<file path="config.mk">
export PLATFORM = sky130hd
export DESIGN_NAME = bitslice_alu
export DESIGN_NICKNAME = d
export VERILOG_FILES = /design/src/rtl/alu_pkg.sv /design/src/rtl/alu_slice.sv /design/src/rtl/alu_zero_detect.sv /design/src/rtl/bitslice_alu.sv
export SDC_FILE = /design/constraint.sdc
export NUM_CORES = 1
export LEC_CHECK = 0
export BUFFER_PORTS_ARGS = -buffer_cell sky130_fd_sc_hd__clkbuf_2
export CAP_MARGIN = 10
export CELL_PAD_IN_SITES_DETAIL_PLACEMENT = 1
export CELL_PAD_IN_SITES_GLOBAL_PLACEMENT = 1
export CORE_UTILIZATION = 30
export DETAILED_ROUTE_END_ITERATION = 12
export PLACE_DENSITY = 0.72
export SYNTH_ARGS = -nofsm -noshare
export SYNTH_HDL_FRONTEND = slang
export SYNTH_SLANG_ARGS = --single-unit
</file>
<file path="constraint.sdc">
create_clock -name vclk -period 17.4
set_clock_uncertainty 0.05 [all_clocks]
set_input_delay 0.87 -clock vclk [all_inputs]
set_output_delay 0.87 -clock vclk [all_outputs]
set_load 0.01 [all_outputs]
</file>
<file path="src/rtl/alu_pkg.sv">
package alu_pkg;
  typedef enum logic [1:0] {
    OP_AND  = 2'd0,
    OP_OR   = 2'd1,
    OP_ADD  = 2'd2,
    OP_LESS = 2'd3
  } alu_op_e;
endpackage

</file>
<file path="src/rtl/alu_slice.sv">
module alu_slice
  import alu_pkg::*;
#(
  parameter bit IS_MSB = 1'b0
) (
  input  logic    a_bit,
  input  logic    b_bit,
  input  logic    b_inv,
  input  logic    c_in,
  input  logic    less_in,
  input  logic    uns_cmp,
  input  alu_op_e op,
  output logic    res_bit,
  output logic    c_out,
  output logic    set_out,
  output logic    ovf_out
);
  logic b_eff, prop, gen, sum_bit;

  always_comb begin
    b_eff   = b_bit ^ b_inv;
    prop    = a_bit ^ b_eff;
    gen     = a_bit & b_eff;
    sum_bit = prop ^ c_in;
    c_out   = gen | (prop & c_in);
    unique case (op)
      OP_AND:  res_bit = a_bit & b_eff;
      OP_OR:   res_bit = a_bit | b_eff;
      OP_ADD:  res_bit = sum_bit;
      default: res_bit = less_in;
    endcase
  end

  generate
    if (IS_MSB) begin : g_sign
      logic ovf_raw;
      always_comb begin
        ovf_raw = c_in ^ c_out;
        ovf_out = ovf_raw;
        set_out = uns_cmp ? ~c_out : (sum_bit ^ ovf_raw);
      end
      // Sign rule cross-check of the carry-based overflow.
      always_comb begin
        assert_sign_rule_R5: assert (ovf_raw == ((a_bit == b_eff) && (sum_bit != a_bit)))
          else $error("sign-cell overflow disagrees with sign rule");
      end
    end else begin : g_plain
      always_comb begin
        ovf_out = 1'b0;
        set_out = 1'b0;
      end
    end
  endgenerate
endmodule

</file>
<file path="src/rtl/alu_zero_detect.sv">
module alu_zero_detect #(
  parameter int W = 32
) (
  input  logic [W-1:0] value,
  output logic         all_zero
);
  localparam int HALF = W / 2;
  logic lo_any, hi_any;

  always_comb begin
    lo_any   = |value[HALF-1:0];
    hi_any   = |value[W-1:HALF];
    all_zero = ~(lo_any | hi_any);
  end
endmodule

</file>
<file path="src/rtl/bitslice_alu.sv">
module bitslice_alu
  import alu_pkg::*;
#(
  parameter int W = 32
) (
  input  logic [W-1:0] a_in,
  input  logic [W-1:0] b_in,
  input  logic         b_invert,
  input  logic         carry_in,
  input  logic [1:0]   op_sel,
  input  logic         unsigned_cmp,
  output logic [W-1:0] result,
  output logic         zero,
  output logic         carry_out,
  output logic         overflow
);
  localparam int MSB = W - 1;

  alu_op_e      op;
  logic         chain [W+1];
  logic [W-1:0] set_vec, ovf_vec, less_vec, res_vec;
  logic         set_fb, ovf_msb, zero_w;

  assign op       = alu_op_e'(op_sel);
  assign chain[0] = carry_in;
  assign set_fb   = |set_vec;
  assign ovf_msb  = |ovf_vec;

  always_comb begin
    less_vec    = '0;
    less_vec[0] = set_fb;
  end

  genvar i;
  generate
    for (i = 0; i < W; i++) begin : g_cell
      alu_slice #(.IS_MSB(i == MSB)) u_cell (
        .a_bit   (a_in[i]),
        .b_bit   (b_in[i]),
        .b_inv   (b_invert),
        .c_in    (chain[i]),
        .less_in (less_vec[i]),
        .uns_cmp (unsigned_cmp),
        .op      (op),
        .res_bit (res_vec[i]),
        .c_out   (chain[i+1]),
        .set_out (set_vec[i]),
        .ovf_out (ovf_vec[i])
      );
    end
  endgenerate

  alu_zero_detect #(.W(W)) u_zero (
    .value    (res_vec),
    .all_zero (zero_w)
  );

  always_comb begin
    result    = res_vec;
    zero      = zero_w;
    carry_out = (op == OP_ADD || op == OP_LESS) ? chain[W] : 1'b0;
    overflow  = (op == OP_ADD) ? ovf_msb : 1'b0;
  end

  // Checks beside the result mux and flag gating.
  logic [W:0]   wide_sum;
  logic [W-1:0] b_eff_w;
  always_comb begin
    b_eff_w  = b_invert ? ~b_in : b_in;
    wide_sum = {1'b0, a_in} + {1'b0, b_eff_w} + {{W{1'b0}}, carry_in};
    if (op == OP_ADD) begin
      assert_sum_R3: assert ({carry_out, result} == wide_sum)
        else $error("adder output mismatch");
    end
    if (op == OP_AND || op == OP_OR) begin
      assert_logic_flags_R6: assert (!overflow && !carry_out)
        else $error("flags raised for logic op");
    end
    if (op == OP_LESS) begin
      assert_less_upper_R9: assert (result[W-1:1] == '0)
        else $error("upper bits set in compare");
      if (b_invert && carry_in && !unsigned_cmp) begin
        assert_signed_less_R7: assert (result[0] == ($signed(a_in) < $signed(b_in)))
          else $error("signed compare wrong");
      end
      if (b_invert && carry_in && unsigned_cmp) begin
        assert_unsigned_less_R8: assert (result[0] == (a_in < b_in))
          else $error("unsigned compare wrong");
      end
    end
    assert_zero_flag_R10: assert (zero == (result == '0))
      else $error("zero flag mismatch");
  end
endmodule

</file>
==> impl_metrics.csv, run 1 <==
group,metric,value,unit
routing,vias,2273,
yosys,synth.yosys.seq_area_share,0,%
worst_setup_path,cp-end-kind,"output port",
worst_setup_path,critPathLaunchType,"input pin",
global_route,largest_net_degree_at_the_start_of_global_routing,37,
sta,maxSlewHeadroom,51.24,%
cells_and_area,antenna-diode-count,0,
routing,ant_nets,0,
placement,cell_total_after_placement,523,
pwr,p_seq_share,0,%
run,maxCapViolCount,0,
cells_and_area,layout.clock_buffers,0,
global_route,gr-max-usage-layer,"met2",
routing,finalWirelength,7029,um
yosys,synthDominantCellAreaShare,26.88,%
clock_tree,post_cts_resize_count,0,
sta,report.final.hold_viol_count,0,
worst_setup_path,path_common_cell,"fa_1",
routing,drt-initial-drc-count,40,
yosys,number_of_distinct_library_cells_after_synthesis,26,
floorplanning,die_y,101.7,um
cells_and_area,stdcell_count,523,
floorplanning,num_rows,36,
pwr,max-vdd-ir-drop,17.39,uV
pwr,swShare,56.99,%
worst_setup_path,cpMaxStageDelayCell,"fa_1",
sta,setup_tns,0,ns
sta,period_minus_slack,15.63,ns
placement,dp.final_hpwl,5960,um
yosys,cell_taking_the_most_area_after_synthesis,"ha_1",
global_route,global_route_wire_length_before_repair,11400,um
routing,post-route-drc-count,0,
sta,final_max_slew_viol_count,0,
cells_and_area,most_frequent_standard_cell_in_the_layout_excluding_fill_and_tap_cells,"clkbuf_2",
pwr,power.leakage,0.001965,uW
sta,post-route-period-util,89.82,%
routing,routed_via_density,4.346,
yosys,synth_cells,329,
sta,highest_clock_rate,0.06398,GHz
global_route,initial_antenna_violation_count,0,
cells_and_area,flow.area_growth_from_synthesis,13.40,%
worst_setup_path,worstSetupPathType,"input pin to output port",
floorplanning,fp.dieW,101.7,um
clock_tree,postCtsHoldBufs,0,
routing,drt_first_pass_iters,3,
cells_and_area,layout.sequential_cells,0,
sta,grt_setup_unrepaired,"false",
yosys,synth_nets,495,
cells_and_area,drive_above_1_share,28.46,%
cells_and_area,final_net_count,558,
worst_hold_path,worst_min_delay_path_class,"input pin to output port",
floorplanning,start_util,30.76,%
global_route,grt_use_met1,17.21,%
yosys,syn_area,0.002979,mm2
sta,worst_slew_pin_slew,0.7313,ns
pwr,p_per_area,33.94,mW/mm2
global_route,globalRouteMet3Util,0.06901,%
pwr,cell_internal_pwr,49.32,uW
placement,port-buffer-count,104,
global_route,grt_pass1_vias,2498,
global_route,grt_overflow,0,
cells_and_area,final_cell_mix,"clkbuf_2, inv_1, ha_1",
run_status,outcome,"complete, no violations",
sta,finalSetupViolations,0,
floorplanning,num_io_pins,104,
placement,globalplace.congestion,0.8050,
global_route,met2_track_utilization_from_global_routing,27.91,%
floorplanning,core_area,0.009684,mm2
pwr,share_comb_of_total_power,100.0,%
worst_setup_path,cp_data_required_time,16.48,ns
yosys,syn_avg_cell_area,9.055,um2
cells_and_area,seq_area,0,um2
pwr,netSwitchingPower,65.34,uW
yosys,post_synth_main_area_contributors,"ha_1, fa_1, mux2i_1",
pwr,share_clk_of_total_power,0,%
worst_setup_path,critPathMaxFanout,3,
cells_and_area,final.fill_count,1187,
clock_tree,post-cts-setup-buffer-count,0,
worst_setup_path,slowest_delay,0.42,ns
worst_setup_path,cp.arrival,14.71,ns
global_route,grt_usage,13.81,%
yosys,synth_warnings,0,
routing,detail_route.wl_per_cell,13.44,um
floorplanning,design.die.area,0.01033,mm2
-- power by group through the flow --
stage          clock (uW)  sequential, uW  combinational [uW]
2_1_floorplan           0               0                89.5
3_3_place_gp            0               0                 112
3_5_place_dp            0               0                 117
4_1_cts                 0               0                 118
5_1_grt                 0               0                 132
6_report                0               0                 115
-- stage by stage --
stage | worst slack [ns] | util [%] | hold slack (ns) | power [uW] | area (um2)
after floorplan | 2.137 | - | 1.874 | 89.51 | 2979
after global placement | 2.017 | 34.88 | 2.224 | 111.6 | 3378
after detailed placement | 1.665 | 34.88 | 2.240 | 117.4 | 3378
after CTS | 1.643 | 34.88 | 2.240 | 117.8 | 3378
after global routing | 1.186 | 34.88 | 2.284 | 131.7 | 3378
final | 1.771 | 34.88 | 2.235 | 114.7 | 3378
-- synth_stat cells, drive strengths merged, types with 2 or more instances --
library cell	number
clkbuf	4
nand2	2
mux2i	30
nor4	6
xor2	33
inv	72
o22ai	30
nor2	2
ha	64
buf	42
fa	33
-- worst paths after layout --
path | startpoint | endpoint | slack (ns) | cells past startpoint
setup / recovery | b_invert | zero | 1.77 | 45
hold / removal | a_in[23] | result[23] | 2.24 | 5
-- cell type report --
cell class | count | area (um2) | share of cell area, %
multi-input cells | 211 | 2399 | 71.00
inverters | 72 | 270.3 | 8.000
repair buffers | 107 | 543.0 | 16.07
well taps | 133 | 166.4 | 4.926
-- worst max-delay path: cells and delay by family --
family	cells	cell delay (ns)
and+or+nand+nor	4	0.47
xor gates and xnor gates	1	0.19
buffers and inverters	7	0.67
AOI/OAI and AO/OA	1	0.32
adders and majority gates	32	12.17
-- cells by family (layout without fill, tap and decap cells) --
group	Yosys count	count (layout)	synth area share (%)
muxes	32	32	11.21
buffers and inverters	118	179	19.49
xor gates and xnor gates	33	33	9.702
AOI/OAI and AO/OA	31	31	6.594
and+or+nand+nor	18	18	3.948
adders and majority gates	97	97	49.05
-- routing by layer --
metal  up-vias  part of all wire, %
li1       1111                    -
met1      1106                   43
met2        56                   53
met3         0                  3.5
met4         0                    0
met5         -                    0
Power figures use the tool's default switching activity.
==> run 2: changes to the inputs <==
--- a/config.mk
+++ b/config.mk
@@ -9,6 +9,7 @@
 export CAP_MARGIN = 10
 export CELL_PAD_IN_SITES_DETAIL_PLACEMENT = 1
 export CELL_PAD_IN_SITES_GLOBAL_PLACEMENT = 1
+export CORE_MARGIN = 4
 export CORE_UTILIZATION = 30
 export DETAILED_ROUTE_END_ITERATION = 12
 export PLACE_DENSITY = 0.72
==> impl_metrics.csv, run 2 (synthesis results as in run 1) <==
group,metric,value,unit
pwr,power.leakage,0.001965,uW
run,maxCapViolCount,0,
sta,finalSetupViolations,0,
sta,worst_slew_pin_slew,0.6929,ns
global_route,largest_net_degree_at_the_start_of_global_routing,37,
routing,routed_via_density,4.470,
cells_and_area,flow.area_growth_from_synthesis,13.40,%
routing,finalWirelength,7590,um
routing,ant_nets,0,
floorplanning,design.die.area,0.01159,mm2
worst_setup_path,worstSetupStartpoint,"b_invert",
worst_setup_path,slowest_delay,0.46,ns
floorplanning,die_y,107.7,um
cells_and_area,seq_area,0,um2
routing,vias,2338,
pwr,max-vdd-ir-drop,17.61,uV
placement,dp.final_hpwl,6487,um
floorplanning,start_util,30.62,%
routing,drt_first_pass_iters,4,
worst_setup_path,cp.arrival,15.02,ns
floorplanning,fp.dieW,107.7,um
global_route,globalRouteMet3Util,0.8998,%
sta,highest_clock_rate,0.06272,GHz
sta,post-route-period-util,91.63,%
worst_setup_path,critPathLaunchType,"input pin",
cells_and_area,layout.sequential_cells,0,
run_status,outcome,"complete, no violations",
global_route,grt_overflow,0,
cells_and_area,final_net_count,558,
routing,post-route-drc-count,0,
global_route,met2_track_utilization_from_global_routing,25.80,%
global_route,grt_use_met1,16.31,%
pwr,total_power,116.9,uW
clock_tree,post_cts_resize_count,0,
global_route,global_route_wire_length_before_repair,12620,um
clock_tree,post-cts-setup-buffer-count,0,
cells_and_area,stdcell_count,523,
worst_setup_path,cpMaxStageDelayCell,"buf_4",
worst_setup_path,cp_data_required_time,16.48,ns
global_route,grt_usage,13.13,%
cells_and_area,layout.clock_buffers,0,
cells_and_area,most_frequent_standard_cell_in_the_layout_excluding_fill_and_tap_cells,"clkbuf_2",
cells_and_area,antenna-diode-count,0,
sta,final_max_slew_viol_count,0,
global_route,grt_pass1_vias,2637,
worst_setup_path,worstSetupPathType,"input pin to output port",
global_route,gr-max-usage-layer,"met2",
worst_setup_path,path_common_cell,"fa_1",
placement,port-buffer-count,104,
pwr,p_per_area,34.61,mW/mm2
cells_and_area,final_cell_mix,"clkbuf_2, inv_1, ha_1",
cells_and_area,drive_above_1_share,28.46,%
sta,setup_tns,0,ns
sta,period_minus_slack,15.94,ns
placement,cell_total_after_placement,523,
floorplanning,num_io_pins,104,
worst_setup_path,critPathMaxFanout,31,
worst_hold_path,worst_min_delay_path_class,"input pin to output port",
placement,globalplace.congestion,0.8035,
worst_hold_path,timing.hold.worst.start,"a_in[13]",
routing,detail_route.wl_per_cell,14.51,um
sta,maxSlewHeadroom,53.81,%
sta,grt_setup_unrepaired,"false",
floorplanning,num_rows,36,
worst_setup_path,cp-end-kind,"output port",
floorplanning,core_area,0.009729,mm2
clock_tree,postCtsHoldBufs,0,
routing,drt-initial-drc-count,41,
worst_hold_path,min_path_cells,5,
global_route,initial_antenna_violation_count,0,
sta,report.final.hold_viol_count,0,
-- run 2: cell counts in the layout (fill, tap and decap cells not counted) --
Identical to the previous run, type by type.
-- run 2: critical path, delay by kind of cell --
| family | cells | cell delay (ns) |
|---|---|---|
| AOI/OAI and AO/OA | 1 | 0.30 |
| xor gates and xnor gates | 1 | 0.22 |
| adders and majority gates | 31 | 12.23 |
| buffers and inverters | 6 | 0.95 |
| and+or+nand+nor | 4 | 0.44 |
-- run 2: final timing paths --
check / end / slack [ns]
hold / removal: result[13] / 2.24
setup / recovery: zero / 1.46
-- run 2: power breakdown --
group	leakage, uW	internal (uW)	switching, uW	total [uW]
Sequential	0	0	0	0
Combinational	0.00197	50.0	67.0	117
Clock	0	0	0	0
-- run 2: layout make-up --
type               count  area [um2]
fillers             1205        6351
inverters             72       270.3
multi-input cells    211        2399
repair buffers       107       543.0
well taps            133       166.4
-- run 2: metal layers --
| metal | share of wire (%) | vias up |
|---|---|---|
| li1 | - | 1110 |
| met1 | 41 | 1170 |
| met2 | 54 | 56 |
| met3 | 4.0 | 2 |
| met4 | 0.45 | 0 |
| met5 | 0 | - |
-- run 2: per-stage QoR --
stage | setup slack, ns | utilization, % | hold WS, ns | cell area, um2
6_report | 1.456 | 34.72 | 2.238 | 3378
5_1_grt | 0.8762 | 34.72 | 2.273 | 3378
4_1_cts | 1.375 | 34.72 | 2.242 | 3378
3_5_place_dp | 1.434 | 34.72 | 2.241 | 3378
3_3_place_gp | 1.803 | 34.72 | 2.225 | 3378
2_1_floorplan | 2.137 | - | 1.874 | 2979
